[src/rtl/kctl_pkg.sv]
// Shared constants for the kernel control slave: data width, register word
// indices and bit positions inside the control and interrupt registers.
package kctl_pkg;
    localparam int DATA_W     = 32;
    localparam int STRB_W     = DATA_W / 8;
    // word index = byte offset / 4
    localparam int IDX_CTRL   = 0;
    localparam int IDX_GIE    = 1;
    localparam int IDX_IER    = 2;
    localparam int IDX_ISR    = 3;
    localparam int IDX_ARG0   = 4;
    // control word bits
    localparam int CTRL_START = 0;
    localparam int CTRL_DONE  = 1;
    localparam int CTRL_IDLE  = 2;
    localparam int CTRL_READY = 3;
    // interrupt source bits
    localparam int SRC_W      = 2;
endpackage

[src/rtl/kctl_axil_port.sv]
// AXI4-Lite slave handshake. Accepts one write (address and data together)
// and one read at a time, turns them into single-cycle register strobes,
// and registers the read data. Assumes word-aligned accesses; the two low
// address bits are ignored. Responses are always OKAY.
module kctl_axil_port
    import kctl_pkg::*;
#(
    parameter int ADDR_W = 8,
    localparam int IDX_W = ADDR_W - 2
) (
    input  logic              clk,
    input  logic              rst_n,
    input  logic [ADDR_W-1:0] aw_addr,
    input  logic              aw_valid,
    output logic              aw_ready,
    input  logic [DATA_W-1:0] w_data,
    input  logic [STRB_W-1:0] w_strb,
    input  logic              w_valid,
    output logic              w_ready,
    output logic [1:0]        b_resp,
    output logic              b_valid,
    input  logic              b_ready,
    input  logic [ADDR_W-1:0] ar_addr,
    input  logic              ar_valid,
    output logic              ar_ready,
    output logic [DATA_W-1:0] r_data,
    output logic [1:0]        r_resp,
    output logic              r_valid,
    input  logic              r_ready,
    output logic              wr_en,
    output logic [IDX_W-1:0]  wr_idx,
    output logic [DATA_W-1:0] wr_data,
    output logic [STRB_W-1:0] wr_strb,
    output logic              rd_en,
    output logic [IDX_W-1:0]  rd_idx,
    input  logic [DATA_W-1:0] rd_data
);
    logic              bvalid_q;
    logic              rvalid_q;
    logic [DATA_W-1:0] rdata_q;
    logic              unused_lsbs;

    assign unused_lsbs = ^{aw_addr[1:0], ar_addr[1:0]};

    // Write is taken only when address and data are both present and no response waits.
    assign wr_en    = aw_valid & w_valid & ~bvalid_q;
    assign aw_ready = wr_en;
    assign w_ready  = wr_en;
    assign wr_idx   = aw_addr[ADDR_W-1:2];
    assign wr_data  = w_data;
    assign wr_strb  = w_strb;

    // Read is taken only when no read data waits.
    assign ar_ready = ~rvalid_q;
    assign rd_en    = ar_valid & ~rvalid_q;
    assign rd_idx   = ar_addr[ADDR_W-1:2];

    assign b_valid = bvalid_q;
    assign b_resp  = 2'b00;
    assign r_valid = rvalid_q;
    assign r_data  = rdata_q;
    assign r_resp  = 2'b00;

    // Write response valid: set by an accepted write, held until taken.
    always_ff @(posedge clk) begin
        if (!rst_n)       bvalid_q <= 1'b0;
        else if (wr_en)   bvalid_q <= 1'b1;
        else if (b_ready) bvalid_q <= 1'b0;
    end

    // Read data valid: set by an accepted read, held until taken.
    always_ff @(posedge clk) begin
        if (!rst_n)       rvalid_q <= 1'b0;
        else if (rd_en)   rvalid_q <= 1'b1;
        else if (r_ready) rvalid_q <= 1'b0;
    end

    // Read data register: captures the register view at acceptance.
    always_ff @(posedge clk) begin
        if (!rst_n)     rdata_q <= '0;
        else if (rd_en) rdata_q <= rd_data;
    end


    bvalid_hold_chk: assert property (@(posedge clk) disable iff (!rst_n)
        bvalid_q && !b_ready |=> bvalid_q);


    rdata_hold_chk: assert property (@(posedge clk) disable iff (!rst_n)
        rvalid_q && !r_ready |=> rvalid_q && $stable(rdata_q));
endmodule

[src/rtl/kctl_regfile.sv]
// Control, interrupt and argument registers of the kernel control slave.
// Takes single-cycle write/read strobes from the bus port and the core
// handshake pulses. Assumes core_done and core_ready are single-cycle pulses.
// A core event wins over a clear in the same cycle.
module kctl_regfile
    import kctl_pkg::*;
#(
    parameter int ADDR_W   = 8,
    parameter int NUM_ARGS = 4,
    localparam int IDX_W   = ADDR_W - 2
) (
    input  logic                       clk,
    input  logic                       rst_n,
    input  logic                       wr_en,
    input  logic [IDX_W-1:0]           wr_idx,
    input  logic [DATA_W-1:0]          wr_data,
    input  logic [STRB_W-1:0]          wr_strb,
    input  logic                       rd_en,
    input  logic [IDX_W-1:0]           rd_idx,
    output logic [DATA_W-1:0]          rd_data,
    output logic                       core_start,
    input  logic                       core_done,
    input  logic                       core_idle,
    input  logic                       core_ready,
    output logic [NUM_ARGS*DATA_W-1:0] kargs,
    output logic                       irq
);
    logic              start_q, done_q, rdy_q, gie_q;
    logic [SRC_W-1:0]  ier_q, isr_q, isr_clr, src_evt;
    logic              wr_ctrl, wr_gie, wr_ier, wr_isr, rd_ctrl, start_set;
    logic [NUM_ARGS*DATA_W-1:0] arg_flat;

    assign wr_ctrl   = wr_en && (wr_idx == IDX_W'(IDX_CTRL));
    assign wr_gie    = wr_en && (wr_idx == IDX_W'(IDX_GIE)) && wr_strb[0];
    assign wr_ier    = wr_en && (wr_idx == IDX_W'(IDX_IER)) && wr_strb[0];
    assign wr_isr    = wr_en && (wr_idx == IDX_W'(IDX_ISR)) && wr_strb[0];
    assign rd_ctrl   = rd_en && (rd_idx == IDX_W'(IDX_CTRL));
    assign start_set = wr_ctrl && wr_strb[0] && wr_data[CTRL_START];
    assign isr_clr   = wr_isr ? wr_data[SRC_W-1:0] : '0;
    assign src_evt   = {core_ready, core_done};

    // Launch request: set by host write, dropped after the core reports ready.
    always_ff @(posedge clk) begin
        if (!rst_n)          start_q <= 1'b0;
        else if (start_set)  start_q <= 1'b1;
        else if (core_ready) start_q <= 1'b0;
    end

    // Sticky done and ready flags of the control word, cleared by reading it.
    always_ff @(posedge clk) begin
        if (!rst_n) begin
            done_q <= 1'b0;
            rdy_q  <= 1'b0;
        end else begin
            if (core_done)    done_q <= 1'b1;
            else if (rd_ctrl) done_q <= 1'b0;
            if (core_ready)   rdy_q  <= 1'b1;
            else if (rd_ctrl) rdy_q  <= 1'b0;
        end
    end

    // Master enable and per-source masks.
    always_ff @(posedge clk) begin
        if (!rst_n) begin
            gie_q <= 1'b0;
            ier_q <= '0;
        end else begin
            if (wr_gie) gie_q <= wr_data[0];
            if (wr_ier) ier_q <= wr_data[SRC_W-1:0];
        end
    end

    // Pending sources: events set, write-1 clears, event wins.
    always_ff @(posedge clk) begin
        if (!rst_n) isr_q <= '0;
        else        isr_q <= (isr_q & ~isr_clr) | src_evt;
    end

    // Argument slots, one register per byte lane.
    for (genvar a = 0; a < NUM_ARGS; a++) begin : g_arg
        logic hit;
        assign hit = wr_en && (wr_idx == IDX_W'(IDX_ARG0 + a));
        for (genvar b = 0; b < STRB_W; b++) begin : g_lane
            logic [7:0] byte_q;
            // Byte lane b of slot a, written only when its strobe is set.
            always_ff @(posedge clk) begin
                if (!rst_n)                byte_q <= '0;
                else if (hit && wr_strb[b]) byte_q <= wr_data[b*8 +: 8];
            end
            assign arg_flat[a*DATA_W + b*8 +: 8] = byte_q;
        end
    end

    // Read view of the register map; unmapped words read zero.
    always_comb begin
        rd_data = '0;
        if (rd_idx == IDX_W'(IDX_CTRL)) begin
            rd_data[CTRL_START] = start_q;
            rd_data[CTRL_DONE]  = done_q;
            rd_data[CTRL_IDLE]  = core_idle;
            rd_data[CTRL_READY] = rdy_q;
        end else if (rd_idx == IDX_W'(IDX_GIE)) begin
            rd_data[0] = gie_q;
        end else if (rd_idx == IDX_W'(IDX_IER)) begin
            rd_data[SRC_W-1:0] = ier_q;
        end else if (rd_idx == IDX_W'(IDX_ISR)) begin
            rd_data[SRC_W-1:0] = isr_q;
        end
        for (int i = 0; i < NUM_ARGS; i++) begin
            if (rd_idx == IDX_W'(IDX_ARG0 + i)) rd_data = arg_flat[i*DATA_W +: DATA_W];
        end
    end

    assign core_start = start_q;
    assign kargs      = arg_flat;
    assign irq        = gie_q & |(ier_q & isr_q);


    start_hold_chk: assert property (@(posedge clk) disable iff (!rst_n)
        start_q && !core_ready |=> start_q);


    start_drop_chk: assert property (@(posedge clk) disable iff (!rst_n)
        start_q && core_ready && !start_set |=> !start_q);


    done_capture_chk: assert property (@(posedge clk) disable iff (!rst_n)
        core_done |=> done_q);


    ready_pending_chk: assert property (@(posedge clk) disable iff (!rst_n)
        core_ready |=> isr_q[1]);


    gie_write_chk: assert property (@(posedge clk) disable iff (!rst_n)
        wr_gie |=> gie_q == $past(wr_data[0]));
endmodule

[src/rtl/kernel_ctrl_slave.sv]
// Top of the kernel control slave: AXI4-Lite port plus the launch,
// interrupt and argument register file. Single clock, synchronous
// active-low reset.
module kernel_ctrl_slave
    import kctl_pkg::*;
#(
    parameter int ADDR_W   = 8,
    parameter int NUM_ARGS = 4
) (
    input  logic                       clk,
    input  logic                       rst_n,
    input  logic [ADDR_W-1:0]          s_awaddr,
    input  logic                       s_awvalid,
    output logic                       s_awready,
    input  logic [31:0]                s_wdata,
    input  logic [3:0]                 s_wstrb,
    input  logic                       s_wvalid,
    output logic                       s_wready,
    output logic [1:0]                 s_bresp,
    output logic                       s_bvalid,
    input  logic                       s_bready,
    input  logic [ADDR_W-1:0]          s_araddr,
    input  logic                       s_arvalid,
    output logic                       s_arready,
    output logic [31:0]                s_rdata,
    output logic [1:0]                 s_rresp,
    output logic                       s_rvalid,
    input  logic                       s_rready,
    output logic                       core_start,
    input  logic                       core_done,
    input  logic                       core_idle,
    input  logic                       core_ready,
    output logic [NUM_ARGS*32-1:0]     kargs,
    output logic                       irq
);
    localparam int IDX_W = ADDR_W - 2;

    logic              wr_en, rd_en;
    logic [IDX_W-1:0]  wr_idx, rd_idx;
    logic [DATA_W-1:0] wr_data, rd_data;
    logic [STRB_W-1:0] wr_strb;

    kctl_axil_port #(.ADDR_W(ADDR_W)) u_port (
        .clk(clk), .rst_n(rst_n),
        .aw_addr(s_awaddr), .aw_valid(s_awvalid), .aw_ready(s_awready),
        .w_data(s_wdata), .w_strb(s_wstrb), .w_valid(s_wvalid), .w_ready(s_wready),
        .b_resp(s_bresp), .b_valid(s_bvalid), .b_ready(s_bready),
        .ar_addr(s_araddr), .ar_valid(s_arvalid), .ar_ready(s_arready),
        .r_data(s_rdata), .r_resp(s_rresp), .r_valid(s_rvalid), .r_ready(s_rready),
        .wr_en(wr_en), .wr_idx(wr_idx), .wr_data(wr_data), .wr_strb(wr_strb),
        .rd_en(rd_en), .rd_idx(rd_idx), .rd_data(rd_data)
    );

    kctl_regfile #(.ADDR_W(ADDR_W), .NUM_ARGS(NUM_ARGS)) u_regs (
        .clk(clk), .rst_n(rst_n),
        .wr_en(wr_en), .wr_idx(wr_idx), .wr_data(wr_data), .wr_strb(wr_strb),
        .rd_en(rd_en), .rd_idx(rd_idx), .rd_data(rd_data),
        .core_start(core_start), .core_done(core_done), .core_idle(core_idle),
        .core_ready(core_ready), .kargs(kargs), .irq(irq)
    );
endmodule

[config.mk]
export PLATFORM = sky130hd
export DESIGN_NAME = kernel_ctrl_slave
export DESIGN_NICKNAME = d
export VERILOG_FILES = /design/src/rtl/kctl_pkg.sv /design/src/rtl/kctl_axil_port.sv /design/src/rtl/kctl_regfile.sv /design/src/rtl/kernel_ctrl_slave.sv
export SDC_FILE = /design/constraint.sdc
export NUM_CORES = 1
export LEC_CHECK = 0
export ABC_CLOCK_PERIOD_IN_PS = 1300
export BUFFER_PORTS_ARGS = -buffer_cell sky130_fd_sc_hd__buf_2
export CORE_ASPECT_RATIO = 1.75
export CORE_MARGIN = 10
export CORE_UTILIZATION = 47
export CTS_BUF_LIST = sky130_fd_sc_hd__clkbuf_4 sky130_fd_sc_hd__clkbuf_8
export CTS_CLUSTER_DIAMETER = 150
export DETAILED_ROUTE_END_ITERATION = 16
export PLACE_DENSITY = 0.78
export SLEW_MARGIN = 20
export SYNTH_ARGS = -nofsm -noshare
export SYNTH_HDL_FRONTEND = slang
export SYNTH_SLANG_ARGS = --single-unit
[constraint.sdc]
create_clock -name clk -period 1.3 [get_ports clk]
set_input_delay 0.065 -clock clk [delete_from_list [all_inputs] [get_ports clk]]
set_output_delay 0.065 -clock clk [all_outputs]
set_load 0.005 [all_outputs]
==> flow_summary.ini, run 1 <==
[outcome]
run_status = finished with violations
violations = negative setup slack

[worst_setup_path]
cp_slowest_cell = dfxtp_2
crit_buf_inv = 2
path_cells = and3b_2 > buf_12 > buf_16 > and4b_4 > nand2_4 > mux2i_1
arrival_ns = 1.78
critical_path.top_delay_family = simple AND/OR/NAND/NOR gates
critPathRequiredTime_ns = 1.64
crit_path_end_kind = flop
cp_max_fo = 6
critPathKind = reg2reg
cpPeakStageDelay_ns = 0.33
worst-r2r-setup-slack_ns = -0.14
worst_setup_path_start_kind = flop

[synthesis]
yosys.area.top_type_share_pct = 48.5
ys_warn_count = 0
synth_seq_cells = 170
synth_async_sr_flop_share_pct = 0
synth-seq-area-share_pct = 48.5
synth_fa_ha_area_share_pct = 0
synthFlopType = dfxtp_1
postSynthCellCount = 763
synth_compound_area_share_pct = 20.6
netlist_area_um2 = 7010
synth_area_leaders = dfxtp_1 49%, o21ai_0 11%, nand3_1 9.3%, mux2i_1 4.6%, a221oi_1 3.5%
yosysTopAreaCell = dfxtp_1
ys_types = 43
synth_edf_count = 0
ys_top_cells_by_count = 170 x dfxtp_1, 160 x o21ai_0, 130 x nand3_1, 39 x nand2_1
synthMuxAreaShare_pct = 5.85
synthXorXnorAreaFrac_pct = 0
synth_top_family_by_area = compound AO/OA/AOI/OAI gates
synthSimpleGateAreaFrac_pct = 19.7
synth_most_common_cell = dfxtp_1
syn_avg_cell_area_um2 = 9.19

[die]
dieArea_um2 = 20400
initial_core_util_pct = 47.5
die_x_um = 112
std_cell_rows = 59
coreArea_um2 = 14800
die_height_um = 182
io_pins = 233

[timing]
rsz0062_at_grt = yes
worst_pin_slew_ns = 0.892
tns_ns = -9.38
finalClockSkew_ns = 0.0150
finalWorstSetupSlack_ns = -0.140
slew_viol_final = 0
slew_headroom_pct = 40.4
hold_viol = 0
timing.hold.ws_ns = 0.0994
fmax_ghz = 0.694
setup_viol = 135
period_needed_ns = 1.44
finalCritPeriodShare_pct = 111

[cells_and_area]
syn_to_final_growth_pct = 44.9
drive_gt1_share_pct = 43.4
fin_nets = 1099
fin_util_pct = 68.8
num-fill-cells = 1150

[power]
internal-power_w = 0.00730
pwr-share-comb_pct = 11.3
leakage_nw = 4.30
switching_share_pct = 28.7
max-vdd-ir-drop_v = 0.000631
clock_power_share_pct = 36.5
power.share.sequential_pct = 52.2
pwr_density_cell_nw_per_um2 = 1010
p_sw_w = 0.00294

[cts]
clkSinkCount = 170
cts_root_buf = clkbuf_8
cts_buffer_depth = 2
clk_pin_slew_ns = 0.09
insertion_delay_ns = 0.46
cts_tree = yes
cts_buffers = 17
htree_levels = 4

[global_route]
grt_pass1_wl_um = 40600
overflow = 0
grt_start_max_net_pins = 62
grt_pass1_vias = 7422
grt_antenna_before_repair = 3
grt_usage_pct = 24.4

[drt]
avgRoutedWirePerCell_um = 21.3
detail_route.vias_per_cell = 6.00
drcViolationCount = 0
num_vias = 7412
drt_pass1_iterations = 5
drt_iter0_drc = 439
final_antenna_net_count = 0
wirelength_um = 26300

[job]
max_cap_violations = 0

[placed_design]
hpwlAfterDp_um = 17100
routabilityCongestion = 0.864
numPortBuffers = 224

[worst_hold_path]
min_path_type = in2reg
## tightest hold or removal path: stages
cell and delay, ns:
buf_2 0.10, and4b_4 0.22, nand2_2 0.06, mux2i_1 0.06
## flip-flops by register name, indices dropped and copies added (netlist names)
register and cells:
u_port.b_valid 1, u_port.r_data 32, u_port.r_valid 1, u_regs.core_start 1, u_regs.done_q 1, u_regs.g_arg.g_lane.byte_q 128, u_regs.gie_q 1, u_regs.ier_q 2
u_regs.isr_q 2, u_regs.rdy_q 1
## timing repair
item | CTS | global route
hold endpoints to repair | 133 | 0
gates resized for setup | 82 | 50
setup buffers | 13 | 1
pin swaps | 46 | 28
setup endpoints to repair | 132 | 137
cloned | 8 | 0
hold buffers | 39 | 0
## worst paths after layout
path	start	end	cells after the start
worst min-delay path	s_wstrb[0]	u_regs.gie_q	4
worst max register to register	u_port.b_valid	u_regs.ier_q[0]	6
worst max-delay path	u_port.b_valid	u_regs.ier_q[0]	6
worst min register to register	u_regs.g_arg[1].g_lane[1].byte_q[4]	u_regs.g_arg[1].g_lane[1].byte_q[4]	2
## cells by family after synthesis
kind of cell / Yosys count
and+or+nand+nor: 243
AOI/OAI and AO/OA: 237
DFF: 170
buffers and inverters: 75
muxes: 37
other: 1
## placed cells by master, fill, tap and decap left out, types with 3 or more instances in the layout
master / synthesis / routed
a21oi_1: 6 / 6
a221oi_1: 28 / 28
a32oi_1: 3 / 3
and2_1: 5 / 5
buf_12: 2 / 14
buf_2: 16 / 223
buf_4: 9 / 27
buf_6: 0 / 12
clkbuf_8: 0 / 19
conb_1: 1 / 4
dfxtp_1: 170 / 168
dlygate4sd3_1: 0 / 39
inv_1: 4 / 4
inv_6: 0 / 7
inv_8: 0 / 4
mux2i_1: 32 / 32
mux4_2: 3 / 3
nand2_1: 39 / 39
nand3_1: 130 / 32
nand3_2: 0 / 98
nand4_1: 6 / 6
nand4_4: 10 / 16
nor2_1: 32 / 32
nor2b_1: 8 / 6
o21ai_0: 160 / 54
o21ai_1: 1 / 96
o21ai_2: 0 / 11
o2bb2ai_1: 28 / 28
## per-layer routing
metal / vias up / part of all wire [%] / global-route usage (%)
li1: 3402 / - / -
met1: 3559 / 35 / 25.2
met2: 353 / 53 / 42.6
met3: 96 / 6.6 / 5.91
met4: 2 / 5.6 / 15.5
met5: - / 0.030 / 0
## layout make-up
cell class,count,area (um^2),area share [%]
clock inverter,13,120,1.18
inverter,4,15.0,0.148
sequential,170,3410,33.5
clock buffer,19,262,2.57
timing repair buffer,317,2180,21.5
tap,183,229,2.25
multi-input combinational,527,3940,38.8
antenna,2,5.00,0.0493
## stage by stage
step	cell area [um^2]	setup slack, ns	std cells	power, W
4_1_cts	9920	-0.138	1232	0.0102
6_report	10200	-0.140	1235	0.0102
3_3_place_gp	8570	-0.126	1140	0.00636
2_1_floorplan	7230	-0.0923	766	0.00596
3_5_place_dp	8570	-0.174	1140	0.00637
5_1_grt	10200	-0.206	1235	0.0106
## power groups by stage
stage / Clock (W) / Combinational, W / Sequential, W
after global routing: 0.00397 / 0.00124 / 0.00535
final: 0.00374 / 0.00116 / 0.00534
after global placement: 0 / 0.000895 / 0.00546
after floorplan: 0 / 0.000496 / 0.00546
after CTS: 0.00378 / 0.00112 / 0.00534
after detailed placement: 0 / 0.000906 / 0.00546
Power figures use the tool's default switching activity.
==> run 2, diff against run 1 <==
Settings changed: ABC_CLOCK_PERIOD_IN_PS 1300 to 1750, CORE_UTILIZATION 47 to 56, PLACE_DENSITY 0.78 to 0.87.
Clock period 1.3 ns to 1.75 ns, I/O delays scaled along.
==> flow_summary.ini, run 2 (same netlist as run 1, synthesis figures left out) <==
[outcome]
run_status = finished clean

[cts]
post_cts_buffers = 0
htree_levels = 4
cts_buffers = 17
cts_resized = 0
cts_buffer_depth = 2
cts_tree = yes
clkSinkCount = 170
cts_root_buf = clkbuf_8
insertion_delay_ns = 0.44
ctsHoldBuffers = 38
clk_pin_slew_ns = 0.09

[drt]
detail_route.vias_per_cell = 5.82
drt_iter0_drc = 400
wirelength_um = 23200
avgRoutedWirePerCell_um = 19.5
drcViolationCount = 0
drt_pass1_iterations = 5
final_antenna_net_count = 0
num_vias = 6907

[timing]
finalCritPeriodShare_pct = 84.3
finalClockSkew_ns = 0.0147
fmax_ghz = 0.678
rsz0062_at_grt = no
tns_ns = 0
hold_viol = 0
setup_viol = 0
worst_pin_slew_ns = 0.920
slew_viol_final = 0
slew_headroom_pct = 38.5
period_needed_ns = 1.48

[power]
internal-power_w = 0.00541
leakage_nw = 4.02
p_sw_w = 0.00191
power.share.sequential_pct = 54.2
totalPowerFinal_w = 0.00732
pwr-share-comb_pct = 9.9
clock_power_share_pct = 36.0
max-vdd-ir-drop_v = 0.000488
pwr_density_cell_nw_per_um2 = 807
switching_share_pct = 26.1

[cells_and_area]
final_cells = 1186
syn_to_final_growth_pct = 29.4
final_common_cell = buf_2
largest-register = u_regs.g_arg.g_lane.byte_q
fin_nets = 1066
fin_util_pct = 73.4
final_area_um2 = 9080
drive_gt1_share_pct = 30.4
layout_common_cells = 223 x buf_2, 170 x dfxtp_1, 160 x o21ai_0
largest_reg_flops = 128

[worst_hold_path]
min_path_type = in2reg

[global_route]
grt_antenna_before_repair = 1
grt_start_max_net_pins = 59
overflow = 0
grt_pass1_wl_um = 36400
grt_pass1_vias = 6685
grt_usage_pct = 25.4

[worst_setup_path]
critPathRequiredTime_ns = 1.66
critPathKind = reg2out
crit_path_end_kind = output port
worst_setup_path_start_kind = flop
cp_max_fo = 20
arrival_ns = 1.39

[die]
coreArea_um2 = 12400
std_cell_rows = 54
io_pins = 233
initial_core_util_pct = 56.7
die_x_um = 105
die_height_um = 168
dieArea_um2 = 17600

[job]
max_cap_violations = 0

[placed_design]
hpwlAfterDp_um = 16000
numPortBuffers = 224
dp.cells = 1115
dpl_cell_area_um2 = 8320
routabilityCongestion = 0.857
## run 2: layout make-up
| type | count | area (um^2) |
|---|---|---|
| Multi-Input combinational cell | 521 | 3270 |
| Tap cell | 168 | 210 |
| Antenna cell | 1 | 2.50 |
| Clock inverter | 12 | 115 |
| Timing Repair Buffer | 290 | 1810 |
| Clock buffer | 20 | 256 |
| Inverter | 4 | 15.0 |
| Sequential cell | 170 | 3400 |
| Fill cell | 945 | 3290 |
## run 2: stage by stage
stage	hold slack (ns)	setup WS, ns
finish	0.0405	0.275
global placement	0.309	0.140
floorplan	0.209	0.317
CTS	0.00713	0.260
detailed placement	0.322	0.103
global route	0.0334	0.187
## run 2: worst paths after layout
check,start,end,slack (ns),cells past startpoint
worst max-delay path,u_port.b_valid,s_awready,0.27,3
worst min-delay path,rst_n,u_port.r_data[27],0.04,3
worst max register to register,u_port.b_valid,u_regs.g_arg[0].g_lane[1].byte_q[2],0.32,5
worst min register to register,u_regs.g_arg[1].g_lane[3].byte_q[7],u_regs.g_arg[1].g_lane[3].byte_q[7],0.48,2
## run 2: worst max-delay path, stage by stage, from the launching register on
cell     delay, ns
dfxtp_1       0.33
and3b_1       0.26
buf_12        0.20
buf_2         0.15
## run 2: routing by layer
| layer | track usage [%] | up-vias | routed length, um |
|---|---|---|---|
| met5 | 0 | - | 0 |
| met2 | 44.4 | 321 | 12000 |
| met1 | 27.5 | 3219 | 8580 |
| met4 | 13.9 | 0 | 1080 |
| met3 | 6.19 | 73 | 1560 |
| li1 | - | 3294 | - |
## run 2: power groups by stage
stage          Clock [W]  Combinational [W]  Sequential (W)
2_1_floorplan          0           0.000357         0.00405
3_3_place_gp           0           0.000631         0.00405
3_5_place_dp           0           0.000641         0.00405
4_1_cts          0.00267           0.000710         0.00396
5_1_grt          0.00282           0.000781         0.00397
6_report         0.00263           0.000723         0.00397
==> run 3, diff against run 2 <==
Settings changed: ABC_CLOCK_PERIOD_IN_PS 1750 to 1550, CORE_UTILIZATION 56 to 52, PLACE_DENSITY 0.87 to 0.82.
Clock period 1.75 ns to 1.55 ns, I/O delays scaled along.
==> flow_summary.ini, run 3 (same netlist as run 1, synthesis figures left out) <==
[drt]
drt_pass1_iterations = 5
drcViolationCount = 0
drt_iter0_drc = 372
avgRoutedWirePerCell_um = 19.9
num_vias = 6990
detail_route.vias_per_cell = 5.84
final_antenna_net_count = 0
wirelength_um = 23800

[global_route]
grt_pass1_vias = 6981
grt_usage_pct = 24.8
grt_pass1_wl_um = 37000
overflow = 0
grt_start_max_net_pins = 60
grt_antenna_before_repair = 2

[placed_design]
routabilityCongestion = 0.865
hpwlAfterDp_um = 16000
dpl_cell_area_um2 = 8340
dp.cells = 1121
numPortBuffers = 224
pre_cts_ws_ns = 0.0660

[timing]
slew_viol_final = 0
fmax_ghz = 0.674
finalCritPeriodShare_pct = 95.7
period_needed_ns = 1.48
finalWorstSetupSlack_ns = 0.0663
setup_viol = 0
timing.hold.ws_ns = 0.0533
tns_ns = 0
hold_viol = 0
finalClockSkew_ns = 0.0133
rsz0062_at_grt = yes

[cts]
insertion_delay_ns = 0.47
clk_pin_slew_ns = 0.09
clkSinkCount = 170
cts_tree = yes
cts_root_buf = clkbuf_8
cts_buffer_depth = 2
cts_buffers = 17
htree_levels = 4

[worst_setup_path]
critPathKind = reg2out
crit_buf_inv = 2
arrival_ns = 1.41
critPathRequiredTime_ns = 1.47
critical_path.top_delay_family = buffers and inverters
worst_setup_path_start_kind = flop
cp_slowest_cell = dfxtp_1
crit_path_end_kind = output port
path_cells = and3b_2 > buf_12 > buf_2
cp_max_fo = 20
cpPeakStageDelay_ns = 0.33

[cells_and_area]
layout_common_cells = 223 x buf_2, 170 x dfxtp_1, 160 x o21ai_0
fin_nets = 1070
syn_to_final_growth_pct = 31.5
largest_reg_flops = 128
final_common_cell = buf_2
drive_gt1_share_pct = 30.8
largest-register = u_regs.g_arg.g_lane.byte_q
final_area_um2 = 9220
final_cells = 1196

[die]
std_cell_rows = 56
initial_core_util_pct = 52.7
io_pins = 233
dieArea_um2 = 18700
die_x_um = 108
die_height_um = 174
coreArea_um2 = 13300

[job]
max_cap_violations = 0

[outcome]
run_status = finished clean

[power]
pwr_density_cell_nw_per_um2 = 943
leakage_nw = 4.08
max-vdd-ir-drop_v = 0.000560

[worst_hold_path]
min_path_type = in2reg
-- run 3: cell count changes in the layout (fill, tap and decap cells not counted), moves of 2 or more --
cell,delta
clkinvlp_4,-5
buf_12,+3
bufinv_16,+3
nand3_1,-3
nand3_2,+3
clkbuf_4,-2
clkinv_4,+2
diode_2,+2
nor2b_2,+2
nor2b_4,-2
-- run 3: cell type report --
class | instances | area, um^2
Antenna cell | 3 | 7.51
Clock buffer | 19 | 255
Clock inverter | 11 | 170
Fill cell | 1086 | 4090
Inverter | 4 | 15.0
Multi-Input combinational cell | 521 | 3270
Sequential cell | 170 | 3400
Tap cell | 174 | 218
Timing Repair Buffer | 294 | 1880
-- run 3: timing repair --
action                                 in CTS  in global routing
setup endpoints to repair                   0                 17
setup buffers                               0                  3
hold buffers                               39                  0
endpoints found under the hold margin     132                  0
resized for setup                           0                  4
-- run 3: path summary, 6_finish.rpt --
check,from,end,slack (ns),cells past startpoint
min,s_araddr[4],u_port.r_data[1],0.05,5
min reg2reg,u_regs.g_arg[1].g_lane[3].byte_q[4],u_regs.g_arg[1].g_lane[3].byte_q[4],0.49,2
max,u_port.b_valid,s_awready,0.07,3
max reg2reg,u_port.b_valid,u_regs.g_arg[0].g_lane[1].byte_q[3],0.08,5
-- run 3: per-layer routing --
layer | share of wire, % | global-route usage [%]
met2 | 50 | 40.5
met1 | 36 | 26.7
met3 | 7.4 | 6.37
met4 | 6.6 | 18.0
met5 | 0 | 0
-- run 3: where the power goes --
part | total [W] | internal [W] | switching [W] | leakage, nW
Combinational | 0.000818 | 0.000340 | 0.000478 | 2.49
Sequential | 0.00448 | 0.00444 | 0.0000394 | 1.38
Clock | 0.00340 | 0.00180 | 0.00160 | 0.220
-- run 3: tightest hold or removal path, cell delays in order --
cell and delay (ns):
buf_2 0.10, nor4_2 0.05, nand2_1 0.06, a211o_1 0.11, a31oi_1 0.08
-- run 3: through the flow --
| stage | power (W) | util, % |
|---|---|---|
| finish | 0.00870 | 69.2 |
| global route | 0.00894 | 69.2 |
| CTS | 0.00871 | 68.8 |
| detailed placement | 0.00530 | 62.7 |
| global placement | 0.00529 | 62.7 |
| floorplan | 0.00498 | - |
